==> src/rtl/caltime_pkg.sv <==
// Package caltime_pkg
// Shared calendar record, field limits and the month-length function.
// Assumes a Gregorian-style month table with a divisible-by-four leap rule.
package caltime_pkg;

    localparam int BYTE_W     = 8;
    localparam int REG_COUNT  = 9;
    localparam int MS_LAST    = 999;
    localparam int SEC_LAST   = 59;
    localparam int MIN_LAST   = 59;
    localparam int HOUR_LAST  = 23;
    localparam int MONTH_LAST = 12;

    typedef struct packed {
        logic [15:0] year;
        logic [3:0]  month;
        logic [4:0]  day;
        logic [4:0]  hour;
        logic [5:0]  minute;
        logic [5:0]  second;
        logic [9:0]  milli;
    } cal_time_t;

    // Number of days in month m of year y.
    function automatic logic [4:0] month_days(input logic [3:0] m, input logic [15:0] y);
        logic [4:0] d;
        case (m)
            4'd2:                      d = (y[1:0] == 2'b00) ? 5'd29 : 5'd28;
            4'd4, 4'd6, 4'd9, 4'd11:   d = 5'd30;
            default:                   d = 5'd31;
        endcase
        return d;
    endfunction

endpackage

==> src/rtl/cal_prescaler.sv <==
// Module cal_prescaler
// Divides the system clock into a single-cycle millisecond tick.
// Assumes CYC_PER_MS >= 2. The tick is high in the last cycle of each period.
module cal_prescaler #(
    parameter int CYC_PER_MS = 4
) (
    input  logic clk,
    input  logic por_n,
    output logic tick
);
    localparam int CW = $clog2(CYC_PER_MS + 1);
    localparam logic [CW-1:0] LAST = CW'(CYC_PER_MS - 1);

    logic [CW-1:0] cnt_q;

    assign tick = (cnt_q == LAST);

    // Count cycles within one millisecond; restart after the tick.
    always_ff @(posedge clk) begin
        if (!por_n) begin
            cnt_q <= '0;
        end else if (tick) begin
            cnt_q <= '0;
        end else begin
            cnt_q <= cnt_q + 1'b1;
        end
    end
endmodule

==> src/rtl/cal_counters.sv <==
// Module cal_counters
// Cascaded calendar counters advanced by the millisecond tick.
// Assumes the fields always hold legal values (guaranteed from power-on reset).
module cal_counters
    import caltime_pkg::*;
#(
    parameter cal_time_t INIT_T = '0
) (
    input  logic      clk,
    input  logic      por_n,
    input  logic      tick,
    output cal_time_t now
);
    cal_time_t t_q;
    cal_time_t t_nxt;
    logic [4:0] last_day;

    assign last_day = month_days(t_q.month, t_q.year);
    assign now      = t_q;

    // Next calendar value after one millisecond, carrying upward.
    always_comb begin
        t_nxt = t_q;
        if (t_q.milli != 10'(MS_LAST)) begin
            t_nxt.milli = t_q.milli + 10'd1;
        end else begin
            t_nxt.milli = '0;
            if (t_q.second != 6'(SEC_LAST)) begin
                t_nxt.second = t_q.second + 6'd1;
            end else begin
                t_nxt.second = '0;
                if (t_q.minute != 6'(MIN_LAST)) begin
                    t_nxt.minute = t_q.minute + 6'd1;
                end else begin
                    t_nxt.minute = '0;
                    if (t_q.hour != 5'(HOUR_LAST)) begin
                        t_nxt.hour = t_q.hour + 5'd1;
                    end else begin
                        t_nxt.hour = '0;
                        if (t_q.day != last_day) begin
                            t_nxt.day = t_q.day + 5'd1;
                        end else begin
                            t_nxt.day = 5'd1;
                            if (t_q.month != 4'(MONTH_LAST)) begin
                                t_nxt.month = t_q.month + 4'd1;
                            end else begin
                                t_nxt.month = 4'd1;
                                t_nxt.year  = t_q.year + 16'd1;
                            end
                        end
                    end
                end
            end
        end
    end

    // Hold the time; load the default at power-on; advance on tick.
    always_ff @(posedge clk) begin
        if (!por_n) begin
            t_q <= INIT_T;
        end else if (tick) begin
            t_q <= t_nxt;
        end
    end
endmodule

==> src/rtl/cal_readport.sv <==
// Module cal_readport
// Byte read decoder with a coherent snapshot taken on offset-0 reads.
// Assumes bus inputs are synchronous to clk. Writes never reach any state.
module cal_readport
    import caltime_pkg::*;
#(
    parameter int        ADDR_W = 4,
    parameter cal_time_t INIT_T = '0
) (
    input  logic              clk,
    input  logic              por_n,
    input  logic              bus_rst_n,
    input  logic              rd_en,
    input  logic              wr_en,
    input  logic [ADDR_W-1:0] addr,
    input  cal_time_t         now,
    output logic [BYTE_W-1:0] rd_data
);
    cal_time_t         snap_q;
    cal_time_t         src;
    logic              access;
    logic              first;
    logic [BYTE_W-1:0] sel;
    logic [BYTE_W-1:0] rd_q;

    assign access  = rd_en && !wr_en && bus_rst_n;
    assign first   = (addr == '0);
    assign src     = first ? now : snap_q;
    assign rd_data = rd_q;

    // Pick the addressed byte; offset 0 reads the live value it snapshots.
    always_comb begin
        case (int'(addr))
            0:       sel = src.year[7:0];
            1:       sel = src.year[15:8];
            2:       sel = BYTE_W'(src.month);
            3:       sel = BYTE_W'(src.day);
            4:       sel = BYTE_W'(src.hour);
            5:       sel = BYTE_W'(src.minute);
            6:       sel = BYTE_W'(src.second);
            7:       sel = src.milli[7:0];
            8:       sel = BYTE_W'(src.milli[9:8]);
            default: sel = '0;
        endcase
    end

    // Capture every field on an offset-0 read.
    always_ff @(posedge clk) begin
        if (!por_n) begin
            snap_q <= INIT_T;
        end else if (access && first) begin
            snap_q <= now;
        end
    end

    // Register read data; cleared by either reset, held when idle.
    always_ff @(posedge clk) begin
        if (!por_n || !bus_rst_n) begin
            rd_q <= '0;
        end else if (access) begin
            rd_q <= sel;
        end
    end
endmodule

==> src/rtl/cal_clock_regs.sv <==
// Module cal_clock_regs
// Read-only calendar clock exposed as a nine-byte register window.
// Assumes por_n is asserted at start-up; bus_rst_n never touches the time.
module cal_clock_regs
    import caltime_pkg::*;
#(
    parameter int CYC_PER_MS    = 4,
    parameter int ADDR_W        = 4,
    parameter int INIT_YEAR     = 2024,
    parameter int INIT_MONTH    = 2,
    parameter int INIT_DAY      = 28,
    parameter int INIT_HOUR     = 23,
    parameter int INIT_MINUTE   = 59,
    parameter int INIT_SECOND   = 59,
    parameter int INIT_MILLI    = 990
) (
    input  logic              clk,
    input  logic              por_n,
    input  logic              bus_rst_n,
    input  logic              rd_en,
    input  logic              wr_en,
    input  logic [ADDR_W-1:0] addr,
    output logic [7:0]        rd_data
);
    localparam cal_time_t INIT_T = '{
        year:   16'(INIT_YEAR),
        month:  4'(INIT_MONTH),
        day:    5'(INIT_DAY),
        hour:   5'(INIT_HOUR),
        minute: 6'(INIT_MINUTE),
        second: 6'(INIT_SECOND),
        milli:  10'(INIT_MILLI)
    };

    logic      tick;
    cal_time_t now_t;

    cal_prescaler #(.CYC_PER_MS(CYC_PER_MS)) u_pre (
        .clk   (clk),
        .por_n (por_n),
        .tick  (tick)
    );

    cal_counters #(.INIT_T(INIT_T)) u_cnt (
        .clk   (clk),
        .por_n (por_n),
        .tick  (tick),
        .now   (now_t)
    );

    cal_readport #(.ADDR_W(ADDR_W), .INIT_T(INIT_T)) u_rd (
        .clk       (clk),
        .por_n     (por_n),
        .bus_rst_n (bus_rst_n),
        .rd_en     (rd_en),
        .wr_en     (wr_en),
        .addr      (addr),
        .now       (now_t),
        .rd_data   (rd_data)
    );
endmodule

==> config.mk <==
export PLATFORM = sky130hd
export DESIGN_NAME = cal_clock_regs
export DESIGN_NICKNAME = d
export VERILOG_FILES = /design/src/rtl/caltime_pkg.sv /design/src/rtl/cal_prescaler.sv /design/src/rtl/cal_counters.sv /design/src/rtl/cal_readport.sv /design/src/rtl/cal_clock_regs.sv
export SDC_FILE = /design/constraint.sdc
export NUM_CORES = 1
export LEC_CHECK = 0
export BUFFER_PORTS_ARGS = -buffer_cell sky130_fd_sc_hd__buf_4
export CAP_MARGIN = 0
export CORE_ASPECT_RATIO = 0.8
export CORE_MARGIN = 2
export CORE_UTILIZATION = 43
export DETAILED_ROUTE_END_ITERATION = 8
export SYNTH_ARGS = -nofsm -noshare
export SYNTH_HDL_FRONTEND = slang
export SYNTH_HIERARCHICAL = 1
export SYNTH_SLANG_ARGS = --single-unit
==> constraint.sdc <==
create_clock -name clk -period 2.85 [get_ports clk]
set_input_delay 0.57 -clock clk [delete_from_list [all_inputs] [get_ports clk]]
set_output_delay 0.57 -clock clk [all_outputs]
set_load 0.05 [all_outputs]
==> results.md <==
* Status: complete, no violations
* Seq/Total Area, Yosys at 41.09%
* FF-to-FF setup slack at 0.18 ns
* Crit share post-route at a little over nine tenths
* Main area contributors after synthesis: dfxtp_1 (41%), nand2_1 (9.1%), nand3_1 (6.3%)
* Post-route cell area at 5758 um^2
* TritonCTS clock tree: built
* Async S/R FF share, synth at 0%
* EDFF count, synth at 0
* Number of global-route vias before repair at 4,055
* CTS root buf: clkbuf_16
* Hold path endpoint: u_pre/cnt_q[0]
* Routed wire per std cell at ~18 um
* Hold path startpoint: u_pre/cnt_q[0]
* Yosys top cell area share at 41.09%
* WHS Path Cells at 1
* Die area at 13,020 um^2
* CP startpoint kind: flop
* Slew Limit Fails at 0
* DR iter-0 viols at 390
* Max FO, Critical Path at 6
* Clock buffer depth at 2
* Cell taking the most area after synthesis: dfxtp_1
* Overall Power at 2925 uW
* Ant diodes at 0
* Fillers at 1,132
* Share of layout cells above drive strength 1 at between 10% and 20%
* Worst VDD drop at roughly 340 uV
* IO Pins at 17
* Final setup TNS at 0 ns
* Cells on worst reg2reg path at 9
* Post-synth top cells: nand2_1 (127), dfxtp_1 (107), nand3_1 (66)
* Post-Layout Cell Count at 777
* Die height at 102.5 um
* DR vias/cell at 5.915
* Req. time, crit path at 3.09 ns
* Drt total wl at 13,630 um
* GRT overflow at 0
* Pin count of the biggest net entering global routing at between 50 and 60
* Global-route wire length before repair at 21,640 um
* Mapped Avg Cell Area at ~8.5 um^2
* # DRC at 0
* Worst slew pin tran at 0.7853 ns
* Library cells used by synthesis at 76
* Layout Nets at 646
* CP Launch Point: u_cnt/now[33]
* H-tree Lvls at 3
* Clock transition at path regs at 0.07 ns
* R2r endpoint: u_cnt/now[44]
* Row cnt at 35
* Mapped Cells at 616
* Slew headroom at between 40% and 50%
* Pwr/cell area at 508.0 nW/um^2
* Most common cell in the netlist: nand2_1
* Routed vias at 4,596
* Min cycle time layout at between 2 and 3 ns
* FF+latch count, synth at 107
* Critical path arrival at 2.91 ns
* Total of max-cap violations at 0
* Worst setup margin at 0.1785 ns
* Pleak at 0.002240 uW
* Post-Place Setup Slack at 0.2722 ns
* Unrepaired setup endpoints after global routing: false
* Port Buffer Count at 16
* Antenna Nets Post-Route at 0
* Area growth, synth to finish at 10.47%
* CP Capture Type: flop
* Yosys warning count at 6
* Post-synth top flop: dfxtp_1
* Initial core utilization at 44.75%
* Initial antenna violation count at 0
* Syn Nets at 638
* GRT Util Overall at 21.15%
* Router iterations before antenna repair at 5
* RR Startpoint: u_cnt/now[33]
* Clock Skew at roughly 0.0053 ns
* Core ar. at 11,650 um^2
* Final setup violation count at 0
* CTS hold repair buffers at 0
* Cts bufs inserted at 9
* Max Fclk at 0.3743 GHz
* Worst skew pair latency at approximately 0.35 ns
* Clock sink total at between 100 and 150
* DP Cell Count at 761
* Final Hold Viols at 0
* CP Class: reg -> reg
* Gpl congestion at 0.9014
* Placed Area at roughly 5500 um^2
* Cell Area, Synth at about 5200 um^2
* Post-CTS Repair Setup Buffers at 0
* Post-DP HPWL at 9593 um
* DIE WIDTH at around 130 um
* Worst min path class: reg -> reg
* Post-CTS Resized at 0
## kinds of logic (layout without fill, tap and decap cells)
logic type / after synthesis / after routing / synth area share, %
xor gates and xnor gates: 17 / 17 / 2.857
DFF: 107 / 107 / 41.09
muxes: 13 / 13 / 2.976
adders and majority gates: 13 / 13 / 3.121
AOI/OAI and AO/OA: 115 / 115 / 15.36
and+or+nand+nor: 305 / 305 / 30.32
buffers and inverters: 46 / 59 / 4.272
## cell type report
type	count	area [um^2]	share of cell area [%]
Sequential cell	107	2142	37.20
Clock inverter	4	48.80	0.8475
Clock buffer	12	256.5	4.455
Tap cell	148	185.2	3.216
Inverter	12	45.04	0.7823
Multi-Input combinational cell	463	2848	49.46
Timing Repair Buffer	31	232.7	4.042
## worst max-delay path: stages, from the launching register on
cell,delay [ns]
dfxtp_1,0.41
inv_1,0.11
ha_1,0.22
o21ai_0,0.23
o22ai_1,0.13
a221oi_1,0.72
nor4_1,0.14
buf_4,0.19
a211o_1,0.27
and2_1,0.13
## where the power goes
group          internal (uW)  switching, uW
sequential              1500           6.92
clock                    729            547
combinational           53.1           84.4
## registers in the layout, indices dropped and copies added, names as in the netlist
| register | cells |
|---|---|
| u_cnt/now | 52 |
| u_rd/rd_data | 8 |
| u_rd/snap_q | 44 |
| u_pre/cnt_q | 3 |
## how the worst max path moves through the flow
stage	slack, ns	depth (start not counted)	to
2_1_floorplan	0.40	9	u_cnt/now[43]
3_3_place_gp	0.37	8	u_cnt/now[51]
3_5_place_dp	0.27	9	u_cnt/now[44]
4_1_cts	0.24	9	u_cnt/now[44]
5_1_grt	0.03	9	u_cnt/now[44]
6_report	0.18	9	u_cnt/now[44]
## stage by stage
stage | util, % | hold slack (ns)
after global routing | 49.43 | 0.4561
after floorplan | - | 0.4049
after CTS | 49.43 | 0.4418
after detailed placement | 46.81 | 0.4321
final | 49.43 | 0.4355
after global placement | 46.81 | 0.4104
## cells in the final DEF, fill, tap and decap left out, types with 3 or more instances in the layout
master       n
a211o_1      3
a211oi_1     3
a21boi_1    13
a21oi_1     19
a221oi_1     5
a22o_1       5
a22oi_1      4
and2_1       5
and3_1       9
and3b_1      3
buf_4       31
clkbuf_16    9
dfxtp_1    107
ha_1        13
inv_1       11
mux2_2       6
mux2i_1      5
nand2_1    127
nand3_1     66
nand3b_1     7
nand4_1      9
nor2_1      17
nor2b_1      5
nor3_1      11
nor4_1       8
o21a_1       3
o21ai_0     26
o22ai_1      4
o311ai_0     3
o31ai_1      7
or3_1        6
or4_1        7
xnor2_1      8
xor2_1       9
## layer usage
metal / part of all wire (%) / wire length, um / GRT usage (%) / vias to the layer above
met5: 0 / 0 / 0 / -
met4: 1.5 / 205 / 6.509 / 0
met3: 5.4 / 732 / 3.927 / 18
met2: 41 / 5652 / 30.31 / 145
met1: 52 / 7044 / 32.06 / 2195
li1: - / - / - / 2238
Power figures use the tool's default switching activity.
